<file path="config.mk">
export PLATFORM = sky130hd
export DESIGN_NAME = bus_admit_arbiter
export DESIGN_NICKNAME = d
export VERILOG_FILES = /design/src/rtl/bus_admit_pkg.sv /design/src/rtl/bus_occupancy_timer.sv /design/src/rtl/retry_order_list.sv /design/src/rtl/admit_grant_logic.sv /design/src/rtl/bus_admit_arbiter.sv
export SDC_FILE = /design/constraint.sdc
export NUM_CORES = 1
export LEC_CHECK = 0
export ABC_AREA = 1
export BUFFER_PORTS_ARGS = -buffer_cell sky130_fd_sc_hd__buf_2
export CAP_MARGIN = 20
export CORE_ASPECT_RATIO = 0.75
export CORE_MARGIN = 3
export CORE_UTILIZATION = 65
export DETAILED_ROUTE_END_ITERATION = 12
export PLACE_DENSITY = 0.95
export REMOVE_ABC_BUFFERS = 1
export SETUP_SLACK_MARGIN = 0.15
export SYNTH_ARGS = -nofsm -noshare
export SYNTH_HDL_FRONTEND = slang
export SYNTH_HIERARCHICAL = 1
export SYNTH_SLANG_ARGS = --single-unit
</file>
<file path="constraint.sdc">
create_clock -name clk -period 11.8 [get_ports clk]
set_input_delay 2.95 -clock clk [delete_from_list [all_inputs] [get_ports clk]]
set_output_delay 2.95 -clock clk [all_outputs]
set_load 0.05 [all_outputs]
</file>
<file path="src/rtl/bus_admit_pkg.sv">
package bus_admit_pkg;

    typedef enum logic {
        WIN_CLOSED = 1'b0,
        WIN_OPEN   = 1'b1
    } win_state_e;

    // Bus cycles a packet holds the bus: at least one, else ceil(bytes / width).
    function automatic int unsigned occ_cycles(input int unsigned nbytes,
                                               input int unsigned bus_bytes);
        if (nbytes == 0) return 1;
        return (nbytes + bus_bytes - 1) / bus_bytes;
    endfunction

endpackage

</file>
<file path="src/rtl/bus_occupancy_timer.sv">
module bus_occupancy_timer
    import bus_admit_pkg::*;
#(
    parameter int LEN_W     = 8,
    parameter int BUS_BYTES = 16
) (
    input  logic             clk,
    input  logic             rst,
    input  logic             start,
    input  logic [LEN_W-1:0] nbytes,
    output logic             busy
);
    localparam int MAX_OCC = ((1 << LEN_W) - 1 + BUS_BYTES - 1) / BUS_BYTES;
    localparam int CNT_W   = $clog2(MAX_OCC + 1);

    logic [CNT_W-1:0] remain;

    always_ff @(posedge clk) begin
        if (rst) begin
            remain <= '0;
        end else if (start) begin
            remain <= CNT_W'(occ_cycles(int'(nbytes), BUS_BYTES));
        end else if (remain != '0) begin
            remain <= remain - 1'b1;
        end
    end

    assign busy = (remain != '0);
endmodule

</file>
<file path="src/rtl/retry_order_list.sv">
module retry_order_list #(
    parameter int NUM_PORTS = 4,
    parameter int IDX_W     = 2,
    parameter int CNT_W     = 3
) (
    input  logic                 clk,
    input  logic                 rst,
    input  logic                 pop,
    input  logic [NUM_PORTS-1:0] push,
    output logic [IDX_W-1:0]     head,
    output logic                 empty,
    output logic [NUM_PORTS-1:0] member,
    output logic [CNT_W-1:0]     count
);
    logic [IDX_W-1:0] slots     [NUM_PORTS];
    logic [IDX_W-1:0] slots_nxt [NUM_PORTS];
    logic [CNT_W-1:0] count_nxt;
    int               fill;

    always_comb begin
        for (int s = 0; s < NUM_PORTS; s++) slots_nxt[s] = slots[s];
        fill = int'(count);
        if (pop && count != '0) begin
            for (int s = 0; s < NUM_PORTS - 1; s++) slots_nxt[s] = slots[s + 1];
            slots_nxt[NUM_PORTS-1] = '0;
            fill = fill - 1;
        end
        for (int p = 0; p < NUM_PORTS; p++) begin
            if (push[p] && fill < NUM_PORTS) begin
                for (int s = 0; s < NUM_PORTS; s++) begin
                    if (s == fill) slots_nxt[s] = IDX_W'(p);
                end
                fill = fill + 1;
            end
        end
        count_nxt = CNT_W'(fill);
    end

    always_ff @(posedge clk) begin
        if (rst) begin
            for (int s = 0; s < NUM_PORTS; s++) slots[s] <= '0;
            count <= '0;
        end else begin
            for (int s = 0; s < NUM_PORTS; s++) slots[s] <= slots_nxt[s];
            count <= count_nxt;
        end
    end

    always_comb begin
        member = '0;
        for (int s = 0; s < NUM_PORTS; s++) begin
            if (CNT_W'(s) < count) member[slots[s]] = 1'b1;
        end
    end

    assign head  = slots[0];
    assign empty = (count == '0);
endmodule

</file>
<file path="src/rtl/admit_grant_logic.sv">
module admit_grant_logic #(
    parameter int NUM_PORTS = 4,
    parameter int IDX_W     = 2
) (
    input  logic [NUM_PORTS-1:0] req_valid,
    input  logic [NUM_PORTS-1:0] req_express,
    input  logic                 busy,
    input  logic                 list_empty,
    input  logic                 win_open,
    input  logic [IDX_W-1:0]     head,
    input  logic [NUM_PORTS-1:0] member,
    output logic [NUM_PORTS-1:0] accept,
    output logic [NUM_PORTS-1:0] refuse,
    output logic [NUM_PORTS-1:0] push,
    output logic                 grant,
    output logic [IDX_W-1:0]     grant_idx,
    output logic                 pop
);
    logic [NUM_PORTS-1:0] normal;
    logic [NUM_PORTS-1:0] eligible;
    logic [NUM_PORTS-1:0] win_oh;

    assign normal = req_valid & ~req_express;

    generate
        for (genvar p = 0; p < NUM_PORTS; p++) begin : g_elig
            assign eligible[p] = normal[p] && !busy &&
                                 (list_empty || (win_open && head == IDX_W'(p)));
        end
    endgenerate

    always_comb begin
        win_oh    = '0;
        grant_idx = '0;
        grant     = 1'b0;
        for (int p = 0; p < NUM_PORTS; p++) begin
            if (eligible[p] && !grant) begin
                win_oh[p] = 1'b1;
                grant_idx = IDX_W'(p);
                grant     = 1'b1;
            end
        end
    end

    assign accept = (req_valid & req_express) | win_oh;
    assign refuse = normal & ~win_oh;
    assign push   = refuse & ~member;
    assign pop    = grant & win_open;
endmodule

</file>
<file path="src/rtl/bus_admit_arbiter.sv">
module bus_admit_arbiter
    import bus_admit_pkg::*;
#(
    parameter int NUM_PORTS = 4,
    parameter int LEN_W     = 8,
    parameter int BUS_BYTES = 16
) (
    input  logic                       clk,
    input  logic                       rst,
    input  logic [NUM_PORTS-1:0]       req_valid,
    input  logic [NUM_PORTS-1:0]       req_express,
    input  logic [NUM_PORTS*LEN_W-1:0] req_bytes,
    output logic [NUM_PORTS-1:0]       accept,
    output logic [NUM_PORTS-1:0]       refuse,
    output logic [NUM_PORTS-1:0]       retry
);
    localparam int IDX_W = (NUM_PORTS > 1) ? $clog2(NUM_PORTS) : 1;
    localparam int CNT_W = $clog2(NUM_PORTS + 1);

    logic                 busy;
    logic                 list_empty;
    logic [IDX_W-1:0]     head;
    logic [NUM_PORTS-1:0] member;
    logic [CNT_W-1:0]     list_count;
    logic [NUM_PORTS-1:0] push;
    logic                 pop;
    logic                 grant;
    logic [IDX_W-1:0]     grant_idx;
    logic [LEN_W-1:0]     grant_bytes;
    win_state_e           win_q;
    logic                 win_open;
    logic                 open_now;
    logic [NUM_PORTS-1:0] head_oh;
    logic [NUM_PORTS-1:0] retry_q;

    assign win_open    = (win_q == WIN_OPEN);
    assign grant_bytes = req_bytes[grant_idx*LEN_W +: LEN_W];
    assign open_now    = !busy && !list_empty && !win_open;

    always_comb begin
        head_oh       = '0;
        head_oh[head] = 1'b1;
    end

    admit_grant_logic #(.NUM_PORTS(NUM_PORTS), .IDX_W(IDX_W)) u_grant (
        .req_valid  (req_valid),
        .req_express(req_express),
        .busy       (busy),
        .list_empty (list_empty),
        .win_open   (win_open),
        .head       (head),
        .member     (member),
        .accept     (accept),
        .refuse     (refuse),
        .push       (push),
        .grant      (grant),
        .grant_idx  (grant_idx),
        .pop        (pop)
    );

    retry_order_list #(.NUM_PORTS(NUM_PORTS), .IDX_W(IDX_W), .CNT_W(CNT_W)) u_list (
        .clk   (clk),
        .rst   (rst),
        .pop   (pop),
        .push  (push),
        .head  (head),
        .empty (list_empty),
        .member(member),
        .count (list_count)
    );

    bus_occupancy_timer #(.LEN_W(LEN_W), .BUS_BYTES(BUS_BYTES)) u_timer (
        .clk   (clk),
        .rst   (rst),
        .start (grant),
        .nbytes(grant_bytes),
        .busy  (busy)
    );

    always_ff @(posedge clk) begin
        if (rst) begin
            win_q   <= WIN_CLOSED;
            retry_q <= '0;
        end else begin
            retry_q <= '0;
            if (open_now) begin
                win_q   <= WIN_OPEN;
                retry_q <= head_oh;
            end else if (pop) begin
                win_q <= WIN_CLOSED;
            end
        end
    end

    assign retry = retry_q;
endmodule

</file>
==> Yosys cells after proc, flatten, opt, wreduce, memory -nomap -nowiden <==
Memory sizes are Yosys's and may differ from the RTL's.
Index checks and enable logic that the tools add are counted.
{ "word_totals": {"mem_count": 1, "reg_bits": 13, "elab_cells": 174, "in_bits": 42, "out_inout_bits": 12, "mem_bits_rw": 8} }
{ "memory_table": {"columns": ["name", "words", "word_bits", "rd", "rd_clocked_by_memory_dff", "wr", "line_no", "rtl"], "rows": [
  ["u_list.slots", 4, 2, 4, 0, 4, "retry_order_list.sv:15", "logic [IDX_W-1:0] slots [NUM_PORTS];"]
]} }
{ "op_classes": {"n_eq_ne": 15, "shifts": 1, "order_cmp": 16, "n_mux": 64, "n_bitwise": 17, "n_reduce_logical": 48, "addsub": 8} }
{ "ops": {"columns": ["cell", "count"], "rows": [
  ["$eq 3x32->1 const A", 8],
  ["$eq 2x32->1 const A", 4],
  ["$logic_not 32->1", 4],
  ["$lt 32x4->1 const B", 4],
  ["$mux 32", 4],
  ["$add 32x2->32 const B", 3],
  ["$mux 2", 22],
  ["$mux 8", 5],
  ["$shiftx 32x6->8", 1],
  ["$logic_and 1x1->1", 26],
  ["$mux 1", 21],
  ["$and 4x4->4", 4],
  ["$mux 4", 4],
  ["$or 4x4->4", 4],
  ["$mux 5", 3],
  ["$lt 2x3->1 const B", 4],
  ["$not 4->4", 3],
  ["$add 8x5->9 const B", 1],
  ["$sub 9x1->9 const B", 1],
  ["$demux 1 s2", 4],
  ["$ge 2x1->1 const B", 4],
  ["$logic_not 8->1", 1],
  ["$logic_not 1->1", 6],
  ["$lt 1x3->1 const A", 2],
  ["other kinds (17)", 26]
]} }

==> Depth between registers and ports, before layout <==
Gate-level depths: netlist of run 1.
An unclocked memory read counts as a cell.
{ "logic_depth": {"depth_word": 31, "mapped_depth": 45, "mapped_depth_nobuf": 44} }

==> Hierarchy <==
The synthesis of run 1 kept the hierarchy.
{ "by_module_without_submodules": {"columns": ["module", "n_inst", "cells_each", "area_per_inst_um2", "seq_area_each_um2"], "rows": [
  ["retry_order_list", 1, 446, 2670.1, 220.2],
  ["bus_admit_arbiter", 1, 114, 554.3, 100.1],
  ["bus_occupancy_timer", 1, 66, 419.2, 100.1],
  ["admit_grant_logic", 1, 58, 315.3, 0.0]
]} }

==> Worst setup path before layout of run 1 <==
Ideal clock, no wire load.
{ "synth_timing": {"path_type": "input -> register", "from": "input port req_express[1]", "to": "memory u_list.slots[0][0]", "required_ns": 11.730, "setup_slack_ns": 4.394, "n_path_buf": 1, "setup_ns": 0.070, "arrival_ns": 7.336, "stages": 35, "path_cell_list": "nor3_4 > nand2_2 > nand2_1 > nor2_2 > a21boi_2 > nand2_2 > xor2_1 > ha_1 > nand3_1 > ha_1 > inv_1 > nand3_2 > nand2_4 > inv_2 > nand2_1 > nor2_1 > nand2_1 > nand2_2 > nand2_4 > nand2_2 > buf_6 > xor2_2 > ha_1 > inv_1 > nor2_1 > nand3_1 > o21ai_0 > nand3_1 > nand3_2 > inv_1 > nor2_2 > nand3_2 > nor2_4 > nand3_2 > a21oi_1"} }
{ "synth_rtl": {"columns": ["item", "line_no", "rtl"], "rows": [
  ["from (decl)", "bus_admit_arbiter.sv:11", "input logic [NUM_PORTS-1:0] req_express,"],
  ["to (decl)", "retry_order_list.sv:15", null]
]} }

==> impl_metrics.yaml, run 1 <==
grt:
  grt-ovfl-total: 0
  maximum_number_of_pins_on_one_net_before_global_route_repair: 21
  grt_pass1_wl_um: 17970
  grt_pass1_vias: 4072
  grtUsageTotal_pct: 31.12
  initial_antenna_violation_count: 0
yosys:
  number_of_distinct_library_cell_variants_in_the_gate_level_netlist_after_synthesis: 44
  postSynthCellCount: 684
  syn_area_um2: 3959
  synth-main-ff-cell: "dfxtp_1"
  synth_common_cells: "nand2_1, inv_1, nand3_1, nor2_1, ha_1"
  synth.yosys.seq_area_share_pct: 10.62
  synth-async-reset-ratio_pct: 0
  post-synth-top-area-fraction_pct: 16.40
  postSynthRegisterBits: 21
  synth.avg_cell_area_um2: 5.788
  synth_edf_count: 0
  yosysTopAreaCell: "nand2_1"
  synthTopCellsByArea: "nand2_1, nand3_1, inv_1, dfxtp_1, ha_1"
  yosysWarningCount: 6
  post-synth-top-count-cell: "nand2_1"
final_layout:
  areaGrowthSynthToFinish_pct: 7.743
  antenna_cells_inserted: 0
  layout.cells.non_filler: 803
  num-nets-final: 797
  final_layout_size_suffix_gt1_share_pct: 20.74
  post_layout_utilization_of_the_core_pct: 76.01
timing:
  rsz0062_at_grt: "no"
  achievable-frequency_mhz: 116.0
  finalWorstPathRequiredPeriod_ps: 8623
  final_min_period_over_clock_period_pct: 73.08
  final-setup-viol-count: 0
  hold_violations: 0
  finClkSkew_ps: 8.868
  max-slew-margin-rel_pct: 56.04
  fin_setup_tns_ps: 0
  final_max_slew_viol_count: 0
  layout_setup_ws_ps: 3177
  timing_worst_slew_pin_value_ps: 658.7
place:
  post-place-ws_ps: 3150
  gp_congestion: 0.9067
  buffer_ports.inserted: 53
  dp_hpwl_um: 8777
  dpl.cell_count: 799
floorplanning:
  floorplan.core_area_um2: 5612
  floorplan.initialDensity_pct: 70.55
  rows: 23
  die-height_um: 73.59
  design.portCount: 54
  design.die.area_um2: 7073
  dieWidth_um: 96.12
setup_path:
  reg2regPathDepth: 40
  critical-path-top-delay-family: "simple AND/OR/NAND/NOR gates"
  worst-path-buf-inv: 6
  path_max_fanout: 20
  critPathMostFrequentCell: "nand2_1"
  worst_setup_sp_type: "input port"
  worst_ep_arrival_time_ps: 8810
  endpoint_kind: "flip-flop"
  timing.critical_path.required_ps: 11980
  total_number_of_cells_along_the_worst_setup_path: 38
  cp_slowest_stage_delay_ps: 500
  path_type_of_the_worst_setup_path: "in -> reg"
  critPathSlowestCell: "xor2_1"
  r2r_end: "u_list/slots[0][3]"
  reg2reg_setup_slack_ps: 5100
  timing.rr.start: "u_list/count[0]"
route:
  drc: 0
  first_pass_iters: 5
  ratio_of_routed_vias_to_standard_cells: 5.671
  postRouteWirelength_um: 10780
  vias: 4554
  antenna_left: 0
  detailedRoute.firstIterationViolations: 456
  post_drt_wl_per_cell_um: 13.43
outcome:
  run_status: "finished clean"
cts:
  numCtsBuffers: 3
  numClockSinks: 21
  cts_setup_buffers: 0
  clock_tree.root_cell: "clkbuf_8"
  postCtsHoldBufs: 0
  cts.clk_slew.worst_paths_ps: 80
  cts_resized: 0
  tritoncts: "done"
  clk-insertion-delay-late_ps: 260
  clock_tree.htree_level_count: 1
  max-clock-path-buffers: 2
pwr:
  leakage_nw: 2.314
  power_density_nw_per_um2: 228.5
  vdd_ir_drop_max_uv: 96.24
min_path:
  min_from: "u_timer/remain[1]"
  worst_hold_path.num_cells: 2
  min_path_type: "reg -> reg"
  hold-path-endpoint: "u_timer/remain[1]"
run:
  maxCapViolCount: 0
-- through the flow --
stage	total power [W]	area [um2]	hold slack, ps
after global routing	0.001071	4265	586.4
final	0.0009744	4265	554.5
after global placement	0.0008634	4220	512.8
after CTS	0.0009604	4265	550.6
after detailed placement	0.0009077	4220	535.6
after floorplan	0.0007438	3854	496.6
-- where the power goes --
part	switching [W]	total (W)	internal, W
clock network	0.0000231	0.0000471	0.0000240
registers	0.0000224	0.000113	0.0000908
logic	0.000561	0.000814	0.000253
total	0.000606	0.000974	0.000368
-- sequential cells by signal (all words and copies together), names as in the netlist --
name and count:
win_open 1, u_timer/remain 5, u_list/count 3, u_list/slots 8
retry 4
-- layout by cell type, fill, tap and decap left out, drive strengths merged --
cell / synthesis / final
xnor2: 2 / 2
or2: 2 / 2
clkbuf: 3 / 4
inv: 135 / 135
a22o: 1 / 1
nand2: 197 / 197
a31oi: 2 / 2
o21ai: 31 / 31
nor2: 66 / 66
a21oi: 24 / 24
nor3: 9 / 9
nand3b: 3 / 3
nand3: 120 / 120
nand4: 15 / 15
xor2: 8 / 8
a211oi: 1 / 1
a21boi: 1 / 1
nor4: 1 / 1
buf: 11 / 54
clkinv: 2 / 2
o21bai: 2 / 2
ha: 26 / 26
o211ai: 1 / 1
dfxtp: 21 / 21
-- layout make-up --
class,count,area (um2)
sequential,21,420.4
fill,443,1346
tap,75,93.84
clock buffer,4,45.04
multi-input combinational,512,2917
inverter,137,516.7
timing repair buffer,54,272.8
-- worst reg2reg max path: cells and delay by family (launching register included) --
family | cells | cell delay [ps]
compound gates | 3 | 650
xor+xnor | 1 | 510
fa+ha+maj | 4 | 1100
buf+inv | 6 | 600
flops | 1 | 350
simple gates | 26 | 3410
-- worst max path at each step --
stage | start | endpoint | slack, ps
after global placement | req_express[1] | u_list/count[1] | 3380
after floorplan | req_express[1] | u_list/count[1] | 4170
after global routing | req_express[2] | u_list/count[1] | 2710
after CTS | req_express[2] | u_list/slots[0][3] | 3300
final | req_express[2] | u_list/slots[0][3] | 3180
after detailed placement | req_express[2] | u_list/slots[0][6] | 3150
-- cell families (layout without fill, tap and decap cells) --
logic type | count (synthesis) | in the layout | synth area share [%]
buf+inv | 151 | 195 | 15.71
compound gates | 63 | 63 | 10.02
fa+ha+maj | 26 | 26 | 8.217
flops | 21 | 21 | 10.62
simple gates | 413 | 413 | 52.84
xor+xnor | 10 | 10 | 2.592
-- routing by layer --
metal  share of wire, %  vias to the layer above  track usage, %
li1                   -                     2246               -
met1                 44                     2033           41.70
met2                 45                      249           52.64
met3                9.4                       26           3.685
met4                1.6                        0           8.360
met5                  0                        -               0
Power figures use the tool's default switching activity.
==> inputs of run 2 (changes only) <==
--- a/config.mk
+++ b/config.mk
@@ -10,9 +10,9 @@
 export CAP_MARGIN = 20
 export CORE_ASPECT_RATIO = 0.75
 export CORE_MARGIN = 3
-export CORE_UTILIZATION = 65
+export CORE_UTILIZATION = 54
 export DETAILED_ROUTE_END_ITERATION = 12
-export PLACE_DENSITY = 0.95
+export PLACE_DENSITY = 0.85
 export REMOVE_ABC_BUFFERS = 1
 export SETUP_SLACK_MARGIN = 0.15
 export SYNTH_ARGS = -nofsm -noshare
==> constraint.sdc (replaced) <==
create_clock -name clk -period 7.79 [get_ports clk]
set_input_delay 1.9475 -clock clk [delete_from_list [all_inputs] [get_ports clk]]
set_output_delay 1.9475 -clock clk [all_outputs]
set_load 0.05 [all_outputs]
==> run 2 against run 1 <==
  * Flip-flop and latch count did not move
  * Clock skew fell by 5.8 ps
  * Sequential power increased by 52%
  * Die area grew 19%
  * Hold slack lost 10 ps
  * Routed wire length decreased by 1.5%
  * Critical path depth fell by 6
  * Largest power group unchanged
==> impl_metrics.yaml, run 2 (same netlist as run 1, synthesis figures left out) <==
run:
  maxCapViolCount: 0
floorplanning:
  design.die.area_um2: 8405
  die-height_um: 80.15
  rows: 26
  floorplan.initialDensity_pct: 56.87
  design.portCount: 54
  dieWidth_um: 104.9
  floorplan.core_area_um2: 6962
route:
  detailedRoute.firstIterationViolations: 344
  post_drt_wl_per_cell_um: 12.85
  ratio_of_routed_vias_to_standard_cells: 5.418
  vias: 4475
  drc: 0
  postRouteWirelength_um: 10620
  antenna_left: 0
  first_pass_iters: 6
grt:
  initial_antenna_violation_count: 0
  grt-ovfl-total: 0
  grt_pass1_vias: 4052
  maximum_number_of_pins_on_one_net_before_global_route_repair: 21
  grt_pass1_wl_um: 18240
  grtUsageTotal_pct: 25.40
setup_path:
  endpoint_kind: "flip-flop"
  critPathMostFrequentCell: "nand2_1"
  reg2regPathDepth: 36
  path_max_fanout: 17
  cp_slowest_stage_delay_ps: 340
  timing.critical_path.required_ps: 7990
  critPathSlowestCell: "xor2_1"
  path_type_of_the_worst_setup_path: "in -> reg"
  worst_ep_arrival_time_ps: 7200
  worst_setup_sp_type: "input port"
timing:
  finalWorstPathRequiredPeriod_ps: 7006
  timing_worst_slew_pin_value_ps: 645.6
  rsz0062_at_grt: "no"
  max-slew-margin-rel_pct: 56.92
  final-setup-viol-count: 0
  layout_setup_ws_ps: 783.5
  finClkSkew_ps: 3.036
  achievable-frequency_mhz: 142.7
  fin_setup_tns_ps: 0
  final_min_period_over_clock_period_pct: 89.94
  hold_violations: 0
  final_max_slew_viol_count: 0
cts:
  clock_tree.root_cell: "clkbuf_8"
  max-clock-path-buffers: 2
  numCtsBuffers: 3
  postCtsHoldBufs: 0
  tritoncts: "done"
  numClockSinks: 21
  cts.clk_slew.worst_paths_ps: 80
  clock_tree.htree_level_count: 1
  cts_setup_buffers: 0
  clk-insertion-delay-late_ps: 260
final_layout:
  final_layout_size_suffix_gt1_share_pct: 21.15
  largest_register_ff_count: 8
  antenna_cells_inserted: 0
  layout_common_cells: "nand2_1, inv_1, nand3_1"
  areaGrowthSynthToFinish_pct: 9.324
  registers.top_by_ff_count: "u_list/slots"
  most_frequent_standard_cell_in_the_layout_excluding_fill_and_tap_cells: "nand2_1"
  post_layout_utilization_of_the_core_pct: 62.17
  num-nets-final: 797
pwr:
  netSwitchingPower_w: 0.0009190
  power_density_nw_per_um2: 341.5
  clk_network_pwr_share_pct: 5.1
  power_report.internal_total_w: 0.0005592
  combinational_power_share_pct: 83.3
  vdd_ir_drop_max_uv: 121.7
  seqPwrFrac_pct: 11.6
  power.share.switching_pct: 62.17
  finalPower_w: 0.001478
  leakage_nw: 2.337
place:
  post-place-ws_ps: 245.8
  gp_congestion: 0.9724
  dp_hpwl_um: 8678
  buffer_ports.inserted: 53
min_path:
  worst_hold_path.num_cells: 2
  min_path_type: "reg -> reg"
outcome:
  run_status: "finished clean"
## run 2: cell types whose count changed in the layout (fill, tap and decap cells not counted)
cell / before / now
nand2_2: 15 / 13
o21ai_0: 18 / 17
clkbuf_1: 1 / 0
xor2_4: 0 / 1
xor2_1: 7 / 6
o21ai_2: 8 / 9
clkinv_2: 0 / 1
nand2_4: 7 / 9
## run 2: layout make-up
| type | count | area [um2] |
|---|---|---|
| Clock buffer | 3 | 41.29 |
| Timing Repair Buffer | 54 | 272.8 |
| Inverter | 137 | 516.7 |
| Tap cell | 98 | 122.6 |
| Multi-Input combinational cell | 512 | 2949 |
| Clock inverter | 1 | 5.005 |
| Sequential cell | 21 | 420.4 |
| Fill cell | 665 | 2634 |
## run 2: through the flow
stage	hold slack, ps	area, um2	cells
after floorplan	496.6	3854	670
after global placement	512.4	4249	822
after detailed placement	525.3	4249	822
after CTS	543.4	4295	826
after global routing	565.5	4328	826
final	544.1	4328	826
## run 2: routing by layer
| layer | track usage, % | vias to the layer above | wire [um] |
|---|---|---|---|
| li1 | - | 2244 | - |
| met1 | 35.05 | 2018 | 4948 |
| met2 | 42.25 | 196 | 4708 |
| met3 | 4.337 | 17 | 872 |
| met4 | 3.932 | 0 | 87 |
| met5 | 0 | - | 0 |
## run 2: worst max-delay path, delay by kind of cell
| family | cells | cell delay (ps) |
|---|---|---|
| xor+xnor | 2 | 510 |
| buf+inv | 3 | 280 |
| fa+ha+maj | 2 | 540 |
| compound gates | 5 | 1130 |
| simple gates | 20 | 2790 |
## run 2: power by group through the flow
stage | Combinational [W] | Clock [W] | Sequential [W]
floorplan | 0.000960 | 0 | 0.000167
global placement | 0.00115 | 0 | 0.000171
detailed placement | 0.00119 | 0 | 0.000172
CTS | 0.00120 | 0.0000757 | 0.000170
global route | 0.00138 | 0.0000793 | 0.000174
finish | 0.00123 | 0.0000750 | 0.000172
## run 2: worst paths after layout
path	from	end	slack [ps]
min reg2reg	u_timer/remain[1]	u_timer/remain[1]	540
max reg2reg	u_list/count[0]	u_list/count[2]	1580
min	u_timer/remain[1]	u_timer/remain[1]	540
max	req_express[1]	u_list/count[2]	780
## run 2: timing repair
| item | 4_1_cts | 5_1_grt |
|---|---|---|
| endpoints found under the setup margin | 0 | 11 |
| resized for setup | 0 | 6 |
| hold endpoints to repair | 0 | 0 |
==> inputs of run 3 (changes only) <==
--- a/config.mk
+++ b/config.mk
@@ -5,14 +5,13 @@
 export SDC_FILE = /design/constraint.sdc
 export NUM_CORES = 1
 export LEC_CHECK = 0
-export ABC_AREA = 1
 export BUFFER_PORTS_ARGS = -buffer_cell sky130_fd_sc_hd__buf_2
 export CAP_MARGIN = 20
 export CORE_ASPECT_RATIO = 0.75
 export CORE_MARGIN = 3
-export CORE_UTILIZATION = 54
+export CORE_UTILIZATION = 50
 export DETAILED_ROUTE_END_ITERATION = 12
-export PLACE_DENSITY = 0.85
+export PLACE_DENSITY = 0.8
 export REMOVE_ABC_BUFFERS = 1
 export SETUP_SLACK_MARGIN = 0.15
 export SYNTH_ARGS = -nofsm -noshare
==> run 3 against run 2 <==
  * Flip-flop and latch count stayed put
  * Fmax is 5.2% lower
  * Final area is 4.2% lower
  * Via count is 7.3% lower
  * Sequential share of layout area is 0.43 points higher
  * Non-clock buffer count is 16 higher
  * Register-to-register slack worse by 860 ps
  * Worst setup slack worse by 380 ps
  * Highest routed layer unchanged
  * Power is 5.1% lower
  * Clock power is 3.3% lower
  * Hold slack better by 82 ps
==> impl_metrics.yaml, run 3 <==
outcome:
  run_status: "finished clean"
yosys:
  number_of_distinct_library_cell_variants_in_the_gate_level_netlist_after_synthesis: 98
  synth_common_cells: "nand2_1, a21oi_1, nor2_1, inv_1, ha_1"
  postSynthCellCount: 480
  syn_area_um2: 3650
  synth_area_in_compound_gates_pct: 31.13
  post-synth-top-count-cell: "nand2_1"
  yosysTopAreaCell: "dfxtp_1"
  synthXorXnorAreaFrac_pct: 3.600
  yosys.area_share.simple_pct: 31.37
  postSynthRegisterBits: 21
  synth.avg_cell_area_um2: 7.604
  post_synth_mux_area_share_pct: 6.068
  synth.yosys.seq_area_share_pct: 11.52
  synth_adder_area_share_pct: 8.913
  synth_edf_count: 0
  synth-main-ff-cell: "dfxtp_1"
  main_combinational_cell_family_by_area_after_synthesis: "simple AND/OR/NAND/NOR gates"
  synthTopCellsByArea: "dfxtp_1, ha_1, a21oi_1, nand2_1, mux4_2"
  synth-async-reset-ratio_pct: 0
  yosysWarningCount: 6
  post-synth-top-area-fraction_pct: 11.52
timing:
  final_max_slew_viol_count: 0
  finClkSkew_ps: 2.147
  hold_violations: 0
  achievable-frequency_mhz: 135.4
  final_min_period_over_clock_period_pct: 94.84
  hold_ws_ps: 626.0
  max-slew-margin-rel_pct: 22.34
  finalWorstPathRequiredPeriod_ps: 7388
  rsz0062_at_grt: "no"
  final-setup-viol-count: 0
  timing_worst_slew_pin_value_ps: 1156
cts:
  numClockSinks: 21
  max-clock-path-buffers: 2
  cts.clk_slew.worst_paths_ps: 80
  clock_tree.root_cell: "clkbuf_8"
  clock_tree.htree_level_count: 1
  numCtsBuffers: 3
  tritoncts: "done"
  clk-insertion-delay-late_ps: 260
grt:
  maximum_number_of_pins_on_one_net_before_global_route_repair: 24
  initial_antenna_violation_count: 0
  grtUsageTotal_pct: 25.63
  grt-ovfl-total: 0
  grt_pass1_wl_um: 17670
  grt_pass1_vias: 3589
route:
  detailedRoute.firstIterationViolations: 543
  ratio_of_routed_vias_to_standard_cells: 6.574
  vias: 4148
  drc: 0
  postRouteWirelength_um: 11480
  first_pass_iters: 6
  antenna_left: 0
  post_drt_wl_per_cell_um: 18.19
pwr:
  power_density_nw_per_um2: 338.4
  leakage_nw: 1.666
  vdd_ir_drop_max_uv: 279.1
  finalPower_w: 0.001403
final_layout:
  registers.top_by_ff_count: "u_list/slots"
  antenna_cells_inserted: 0
  largest_register_ff_count: 8
  areaGrowthSynthToFinish_pct: 13.58
  layout_common_cells: "buf_2, nand2_1, a21oi_1"
  most_frequent_standard_cell_in_the_layout_excluding_fill_and_tap_cells: "buf_2"
  num-nets-final: 602
  final_layout_size_suffix_gt1_share_pct: 25.52
setup_path:
  worst_ep_arrival_time_ps: 7500
  timing.critical_path.required_ps: 7900
  path_max_fanout: 9
  endpoint_kind: "flip-flop"
  reg2reg_setup_slack_ps: 720
  worst_setup_sp_type: "input port"
  path_type_of_the_worst_setup_path: "in -> reg"
place:
  gp_congestion: 1.043
  dp_hpwl_um: 8955
  buffer_ports.inserted: 53
floorplanning:
  design.portCount: 54
  rows: 26
  dieWidth_um: 104.7
  die-height_um: 79.99
  floorplan.initialDensity_pct: 52.67
  floorplan.core_area_um2: 6929
  design.die.area_um2: 8371
run:
  maxCapViolCount: 0
min_path:
  min_path_type: "reg -> reg"
-- run 3: kinds of logic (layout without fill, tap and decap cells) --
kind of cell,after synthesis,count (layout)
AO/OA/AOI/OAI,151,151
flip-flops,21,21
AND/OR/NAND/NOR,203,203
XOR/XNOR,15,15
multiplexers,12,12
buffers and inverters,52,105
adder cells (fa/ha/maj),26,26
-- run 3: repair_timing --
action                                  in CTS  in global routing
endpoints found under the hold margin        0                  0
hold buffers                                 0                  0
buffers inserted                             0                  3
gates resized for setup                      0                 17
endpoints found under the setup margin       0                 11
-- run 3: through the flow --
step           std cells  setup TNS [ps]  utilization [%]  setup WS, ps  instance area, um2
2_1_floorplan        459               0                -         294.5                3496
3_5_place_dp         624          -26.98            57.57        -26.98                3989
4_1_cts              628               0            58.22         237.3                4034
6_report             631               0            59.82         402.0                4145
3_3_place_gp         624               0            57.57         122.6                3989
5_1_grt              631               0            59.82         56.02                4145
-- run 3: power breakdown --
part	switching, W	internal [W]
Sequential	0.0000592	0.000139
Clock	0.0000360	0.0000365
Combinational	0.000679	0.000452
-- run 3: worst paths after layout --
kind / cells after the start / startpoint / end
max: 28 / req_express[1] / u_list/count[2]
min: 2 / u_timer/remain[2] / u_timer/remain[2]
max reg2reg: 31 / u_list/count[0] / u_list/count[2]
min reg2reg: 2 / u_timer/remain[2] / u_timer/remain[2]
-- run 3: cell type report --
class | instances | area, um2
multi-input combinational | 407 | 3048
fill | 637 | 2784
sequential | 21 | 420.4
timing repair buffer | 70 | 392.9
tap | 98 | 122.6
inverter | 31 | 116.4
clock buffer | 4 | 45.04
-- run 3: metal layers --
metal / routed length (um) / track usage [%]
met1: 5175 / 38.82
met2: 4841 / 36.92
met3: 1307 / 6.225
met4: 157 / 3.932
met5: 0 / 0
-- run 3: critical path, cell delays in order --
cell,delay [ps]
buf_2,100
nand2b_1,160
a211o_2,400
nand4_1,140
and2_2,250
inv_1,110
nor2_2,180
xnor2_2,130
inv_1,130
ha_1,250
nand3_1,150
ha_1,360
nand2b_1,180
nor3_1,220
o2111ai_2,220
or4_4,520
o211ai_1,270
and3_1,270
o31a_1,270
or2_4,190
xnor2_1,150
inv_1,90
ha_1,230
nand2_1,80
nor2_1,40
and2_1,170
mux2i_1,120
o311ai_0,160
